$ cat src/rtl/tw_target_pkg.sv
package tw_target_pkg;
  localparam int NFLAG   = 7;
  localparam int F_DIR   = 0;
  localparam int F_NACK  = 1;
  localparam int F_BFIN  = 2;
  localparam int F_RSTA  = 3;
  localparam int F_STOP  = 4;
  localparam int F_DONE  = 5;
  localparam int F_RXRDY = 6;

  typedef enum logic [3:0] {
    ST_IDLE, ST_ADDR, ST_AACK, ST_RX, ST_RACK,
    ST_TX, ST_TACK, ST_WAIT, ST_DONE
  } tw_state_e;
endpackage

$ cat src/rtl/tw_target_sync.sv
module tw_target_sync #(
  parameter int STAGES = 2
) (
  input  logic clk,
  input  logic rst,
  input  logic line_i,
  output logic lvl_o,
  output logic rise_o,
  output logic fall_o
);
  logic [STAGES:0] pipe;

  always_ff @(posedge clk) begin
    if (rst) pipe <= '1;
    else     pipe <= {pipe[STAGES-1:0], line_i};
  end

  assign lvl_o  = pipe[STAGES-1];
  assign rise_o = pipe[STAGES-1] & ~pipe[STAGES];
  assign fall_o = ~pipe[STAGES-1] & pipe[STAGES];
endmodule

$ cat src/rtl/tw_target_fsm.sv
module tw_target_fsm
  import tw_target_pkg::*;
#(
  parameter int AW = 7,
  parameter int DW = 8,
  parameter int CW = 8
) (
  input  logic             clk,
  input  logic             rst,
  input  logic             scl_h,
  input  logic             scl_rise,
  input  logic             scl_fall,
  input  logic             sda_h,
  input  logic             sda_rise,
  input  logic             sda_fall,
  input  logic [AW-1:0]    own_addr,
  input  logic [CW-1:0]    byte_count,
  input  logic [DW-1:0]    txd,
  input  logic             tx_wr,
  output logic             sda_oe,
  output logic             scl_oe,
  output logic [DW-1:0]    rxd,
  output logic             tx_req,
  output logic [NFLAG-1:0] flag_set,
  output logic [NFLAG-1:0] flag_hwclr
);
  localparam int BCW = $clog2(DW + 1);
  localparam logic [BCW-1:0] LAST_BIT = BCW'(DW - 1);
  localparam logic [BCW-1:0] FULL_CNT = BCW'(DW);

  tw_state_e      state;
  logic [BCW-1:0] cnt;
  logic [DW-1:0]  sh;
  logic [DW-1:0]  hold;
  logic           full;
  logic [CW-1:0]  rem;
  logic           dir;
  logic           nak_q;
  logic           start_c, stop_c, active, feed_now;

  assign start_c = sda_fall & scl_h;
  assign stop_c  = sda_rise & scl_h;
  assign active  = (state != ST_IDLE) && (state != ST_ADDR);

  always_comb begin
    feed_now = 1'b0;
    if (!start_c && !stop_c && scl_fall) begin
      if (state == ST_AACK && dir)    feed_now = 1'b1;
      if (state == ST_TACK && !nak_q) feed_now = 1'b1;
    end
  end

  assign tx_req = dir && !full && (rem != '0) &&
                  (state == ST_AACK || state == ST_TX ||
                   state == ST_TACK || state == ST_WAIT);

  always_ff @(posedge clk) begin
    if (rst) begin
      state      <= ST_IDLE;
      cnt        <= '0;
      sh         <= '0;
      hold       <= '0;
      full       <= 1'b0;
      rem        <= '0;
      dir        <= 1'b0;
      nak_q      <= 1'b0;
      sda_oe     <= 1'b0;
      scl_oe     <= 1'b0;
      rxd        <= '0;
      flag_set   <= '0;
      flag_hwclr <= '0;
    end else begin
      flag_set   <= '0;
      flag_hwclr <= '0;
      if (start_c) begin
        if (active) flag_set[F_RSTA] <= 1'b1;
        state  <= ST_ADDR;
        cnt    <= '0;
        sda_oe <= 1'b0;
        scl_oe <= 1'b0;
      end else if (stop_c) begin
        if (active) begin
          flag_set[F_STOP] <= 1'b1;
          flag_set[F_DONE] <= 1'b1;
        end
        state  <= ST_IDLE;
        sda_oe <= 1'b0;
        scl_oe <= 1'b0;
      end else begin
        unique case (state)
          ST_ADDR: begin
            if (scl_rise) begin
              sh  <= {sh[DW-2:0], sda_h};
              cnt <= cnt + 1'b1;
            end else if (scl_fall && cnt == FULL_CNT) begin
              if (sh[DW-1:1] == own_addr) begin
                dir    <= sh[0];
                sda_oe <= 1'b1;
                state  <= ST_AACK;
                if (sh[0]) begin
                  flag_set[F_DIR] <= 1'b1;
                  rem             <= byte_count;
                end else begin
                  flag_hwclr[F_DIR] <= 1'b1;
                end
              end else begin
                state <= ST_IDLE;
              end
            end
          end
          ST_AACK: begin
            if (scl_fall) begin
              sda_oe <= 1'b0;
              if (!dir) begin
                state <= ST_RX;
                cnt   <= '0;
              end
            end
          end
          ST_RX: begin
            if (scl_rise) begin
              sh  <= {sh[DW-2:0], sda_h};
              cnt <= cnt + 1'b1;
            end else if (scl_fall && cnt == FULL_CNT) begin
              rxd                <= sh;
              flag_set[F_RXRDY]  <= 1'b1;
              sda_oe             <= 1'b1;
              state              <= ST_RACK;
            end
          end
          ST_RACK: begin
            if (scl_fall) begin
              sda_oe <= 1'b0;
              cnt    <= '0;
              state  <= ST_RX;
            end
          end
          ST_TX: begin
            if (scl_fall) begin
              if (cnt == LAST_BIT) begin
                sda_oe <= 1'b0;
                state  <= ST_TACK;
              end else begin
                sda_oe <= ~sh[DW-2];
                sh     <= {sh[DW-2:0], 1'b0};
                cnt    <= cnt + 1'b1;
              end
            end
          end
          ST_TACK: begin
            if (scl_rise) begin
              nak_q <= sda_h;
            end else if (scl_fall) begin
              if (nak_q) begin
                flag_set[F_NACK] <= 1'b1;
                state            <= ST_DONE;
              end else begin
                flag_hwclr[F_NACK] <= 1'b1;
                flag_set[F_BFIN]   <= 1'b1;
              end
            end
          end
          ST_WAIT: begin
            if (full) begin
              sh     <= hold;
              sda_oe <= ~hold[DW-1];
              full   <= 1'b0;
              rem    <= rem - 1'b1;
              scl_oe <= 1'b0;
              cnt    <= '0;
              state  <= ST_TX;
            end
          end
          default: ;
        endcase
        if (feed_now) begin
          cnt <= '0;
          if (rem == '0) begin
            sh     <= '1;
            sda_oe <= 1'b0;
            state  <= ST_TX;
          end else if (full) begin
            sh     <= hold;
            sda_oe <= ~hold[DW-1];
            full   <= 1'b0;
            rem    <= rem - 1'b1;
            state  <= ST_TX;
          end else begin
            sda_oe <= 1'b0;
            scl_oe <= 1'b1;
            state  <= ST_WAIT;
          end
        end
      end
      if (tx_wr) begin
        hold <= txd;
        full <= 1'b1;
      end
    end
  end
endmodule

$ cat src/rtl/tw_target_flags.sv
module tw_target_flags #(
  parameter int NF = 7
) (
  input  logic          clk,
  input  logic          rst,
  input  logic [NF-1:0] hw_set,
  input  logic [NF-1:0] hw_clr,
  input  logic [NF-1:0] sw_clr,
  input  logic [NF-1:0] irq_en,
  output logic [NF-1:0] status,
  output logic          irq
);
  logic [NF-1:0] nxt;

  assign nxt = (status & ~(sw_clr | hw_clr)) | hw_set;

  always_ff @(posedge clk) begin
    if (rst) begin
      status <= '0;
      irq    <= 1'b0;
    end else begin
      status <= nxt;
      irq    <= |(nxt & irq_en);
    end
  end
endmodule

$ cat src/rtl/tw_target.sv
module tw_target
  import tw_target_pkg::*;
#(
  parameter int AW      = 7,
  parameter int DW      = 8,
  parameter int CW      = 8,
  parameter int SYNC_FF = 2
) (
  input  logic             clk,
  input  logic             rst,
  input  logic             scl_i,
  input  logic             sda_i,
  output logic             scl_oe,
  output logic             sda_oe,
  input  logic [AW-1:0]    own_addr,
  input  logic [CW-1:0]    byte_count,
  input  logic [DW-1:0]    txd,
  input  logic             tx_wr,
  output logic             tx_req,
  output logic [DW-1:0]    rxd,
  output logic [NFLAG-1:0] status,
  input  logic [NFLAG-1:0] stat_clr,
  input  logic [NFLAG-1:0] irq_en,
  output logic             irq
);
  localparam int NLINE = 2;

  logic [NLINE-1:0] raw, lvl, rise, fall;
  logic [NFLAG-1:0] fset, fclr;

  assign raw = {sda_i, scl_i};

  for (genvar g = 0; g < NLINE; g++) begin : g_sync
    tw_target_sync #(.STAGES(SYNC_FF)) u_sync (
      .clk(clk), .rst(rst), .line_i(raw[g]),
      .lvl_o(lvl[g]), .rise_o(rise[g]), .fall_o(fall[g])
    );
  end

  tw_target_fsm #(.AW(AW), .DW(DW), .CW(CW)) u_fsm (
    .clk(clk), .rst(rst),
    .scl_h(lvl[0]), .scl_rise(rise[0]), .scl_fall(fall[0]),
    .sda_h(lvl[1]), .sda_rise(rise[1]), .sda_fall(fall[1]),
    .own_addr(own_addr), .byte_count(byte_count),
    .txd(txd), .tx_wr(tx_wr),
    .sda_oe(sda_oe), .scl_oe(scl_oe), .rxd(rxd), .tx_req(tx_req),
    .flag_set(fset), .flag_hwclr(fclr)
  );

  tw_target_flags #(.NF(NFLAG)) u_flags (
    .clk(clk), .rst(rst), .hw_set(fset), .hw_clr(fclr),
    .sw_clr(stat_clr), .irq_en(irq_en), .status(status), .irq(irq)
  );
endmodule

$ cat config.mk
export PLATFORM = sky130hd
export DESIGN_NAME = tw_target
export DESIGN_NICKNAME = d
export VERILOG_FILES = /design/src/rtl/tw_target_pkg.sv /design/src/rtl/tw_target_sync.sv /design/src/rtl/tw_target_fsm.sv /design/src/rtl/tw_target_flags.sv /design/src/rtl/tw_target.sv
export SDC_FILE = /design/constraint.sdc
export NUM_CORES = 1
export LEC_CHECK = 0
export CORE_MARGIN = 2
export CORE_UTILIZATION = 55
export DETAILED_ROUTE_END_ITERATION = 12
export DONT_BUFFER_PORTS = 1
export PLACE_DENSITY_LB_ADDON = 0.2
export SYNTH_ARGS = -nofsm -noshare
export SYNTH_HDL_FRONTEND = slang
export SYNTH_HIERARCHICAL = 1
export SYNTH_SLANG_ARGS = --single-unit
export TNS_END_PERCENT = 50
$ cat constraint.sdc
create_clock -name clk -period 2.2 [get_ports clk]
set_clock_uncertainty 0.05 [all_clocks]
set_input_delay 0.44 -clock clk [delete_from_list [all_inputs] [get_ports clk]]
set_output_delay 0.44 -clock clk [all_outputs]
set_load 0.005 [all_outputs]
==> metrics <==
CP peak stage delay=0.47 ns; Crit Path Category=reg2out; Synth Instances=465; Final Hold Fails=0; largest net degree at the start of global routing=59; worst endpoint required time=1.71 ns; crit path max-delay cell type=or4b_4; diode count=0; Final Wtd Congestion=0.929; Post-synth top flop=dfxtp_1; adder-cell share of the synthesized area=0.991%; Worst slew margin=56.5%; Synth area leaders=dfxtp_1 35%, mux2i_1 6.6%, nor2_1 6.4%, nand2_1 4.3%, a21oi_1 2.5%; TritonCTS clock tree=yes; total power=0.00262 W; Layout fillers=596; via density per instance=6.09; Peak VDD IR=0.392 mV; Sequential Area=1330 µm²; CP startpoint=u_fsm/rem[0]; synthesized area per cell=8.15 µm²; Worst-Skew Late Latency=0.34 ns; main combinational cell family by area after synthesis=simple AND/OR/NAND/NOR gates; Hold Crit Class=in2reg; grt ovf=0; Post-Syn Area=3790 µm²; Simple-Gate Fraction of Synth Area=28.3%; Max Root-Sink Buffers=2; hold_sp=rst; Final ANT Viol Nets=0; DRT Pass-1 Iters=5; global-route wire length before repair=16,000 µm; register area share after synthesis=34.9%; Hold WS=0.104 ns; Num Clock Sinks=66; launch point of the worst reg-to-reg path=g_sync[1].u_sync/pipe[1]; Post-Synth XOR/XNOR Area=2.31%; DRC viols=0; Slew Limit Fails=0; floorplan core area=6720 µm²; synth unique cells=74; compound-gate portion of the synthesized area=20.9%; vias in the first global route=3,347; final WL=10000 µm; Power Density=599 nW/µm²; Finish-stage setup viols=0; maximum clock frequency=0.460 GHz; Synth async-reset ratio=0%; Pleak=1.70 nW; HPWL Detailed=7180 µm; wire per inst=17.4 µm; Crit path arrival time=1.68 ns; P&R area growth vs syn=15.4%; FF+latch count, synth=66; critical path peak fanout=4; RSZ-0062 raised after global routing=true; Chip Width=87.0 µm; period utilisation layout=98.8%; Synth area leader=dfxtp_1; Multi-input gate area=2310 µm²; Critical Path End Type=output port; I/O Pins=61; status=finished clean; height of the die=87.0 µm; row count=30; layout cells sized above 1=18.3%; fin nets=536; DRT iter0 DRCs=295; Final min period=2.17 ns; clk slew on worst S/H paths=0.08 ns; initial antenna violation count=0; Max H-tree Level=3; mux contribution to synthesized area=6.61%; die area=7570 µm²; via count=3,507; Starting Density=56.4%; Max-Cap Viols=0; cells along the critical path=inv_4 > ha_4 > or4b_4 > nor2_4 > buf_6 > nor3_4; CTS buffer count=9; Yosys top cell area share=34.9%; Post-CTS Hold Buffers=0; setup TNS=0 ns; CTS root buf=clkbuf_8; YS warnings=6; EDFF count, synth=0; Critical Path Source Type=flop; Global Route Usage Sum=27.0%; port bufs=0; Worst-Margin Slew=0.649 ns
path summary, 6_finish.rpt:
path	cells after the start	to	slack, ns
setup / recovery	6	tx_req	0.03
hold / removal	1	u_flags/irq	0.10
hold reg to reg	1	g_sync[0].u_sync/pipe[1]	0.38
setup reg to reg	6	u_fsm/cnt[2]	0.10
synth_stat cells, types with 4 or more instances:
cell	n
a21oi_1	19
nor3_1	10
o21ai_0	19
dfxtp_1	66
inv_1	12
o21a_1	6
a22oi_2	4
nor2b_1	12
clkbuf_1	18
xnor2_1	7
and3_1	7
nand2b_1	6
nor2_1	65
nor3b_1	5
nand2_1	43
nor4_1	5
buf_2	7
or2_1	7
buf_4	7
a41oi_1	8
nand3_1	14
mux2i_1	25
routing by layer:
layer  vias up  part of all wire (%)  GRT usage [%]
met1      1605                    43           33.4
met3        34                   6.7           6.16
met4         0                   3.8           15.5
li1       1710                     -              -
met5         -                     0              0
met2       158                    47           43.2
state kept, by name (all words and copies together) (netlist names), 2 cells and up:
name                count
g_sync.u_sync/pipe      6
u_flags/status          7
u_fsm/cnt               4
u_fsm/flag_hwclr        2
u_fsm/flag_set          5
u_fsm/hold              8
u_fsm/rem               8
u_fsm/rxd               8
u_fsm/sh                8
u_fsm/state             4
cell usage in the layout (no fill, tap or decap), drive strengths merged, types with 3 or more instances in the layout:
cell type and instances:
mux2i 25, conb 5, nand3 14, xnor2 7, o21a 6, a21boi 3, a31oi 3, o31ai 3
or2 8, inv 12, and3b 3, nand2b 6, buf 47, a41oi 8, a22oi 7, nor3 11
nor4 5, and3 7, dfxtp 66, xor2 3, o211ai 3, nor3b 8, a211oi 4, o21ai 21
o32ai 4, nor4b 4, and2b 3, nand2 43, clkbuf 10, clkinv 3, a21oi 19, nor2 65
ha 3, nor2b 12
timing repair:
item | 4_1_cts | 5_1_grt
pin swaps | 2 | 5
buffers inserted | 0 | 7
hold endpoints to repair | 0 | 0
setup endpoints to repair | 1 | 18
gates resized for setup | 8 | 12
kinds of logic (layout without fill, tap and decap cells):
group,count (synthesis),after routing
xor gates and xnor gates,10,10
buffers and inverters,48,75
other,1,5
AOI/OAI and AO/OA,107,107
muxes,25,25
adders and majority gates,3,3
DFF,66,66
and+or+nand+nor,205,205
worst max-delay path: cells and delay by family (launching register included):
family                   cells  cell delay, ns
buffers and inverters        2            0.20
flip-flops                   1            0.36
AND/OR/NAND/NOR              3            0.65
adder cells (fa/ha/maj)      1            0.14
area by class of cell:
type,instances,area share [%]
Clock buffer,10,3.15
Inverter,12,1.09
Multi-Input combinational cell,355,52.8
Timing Repair Buffer,47,8.24
Sequential cell,66,30.3
Tap cell,80,2.29
Clock inverter,6,2.06
metrics by stage:
step                      area [µm²]  utilization [%]  instances  setup slack (ns)
final                           4370             65.1        576            0.0263
after global routing            4370             65.1        576           -0.0556
after CTS                       4280             63.7        569            0.0124
after detailed placement        4030             59.9        553            0.0695
after global placement          4030             59.9        553             0.133
after floorplan                 3800                -        469             0.183
where the power goes:
group | internal, W | switching, W
sequential | 0.00122 | 0.0000244
clock | 0.000670 | 0.000479
combinational | 0.000102 | 0.000124
Note: power is estimated with default switching activity, not from simulation.
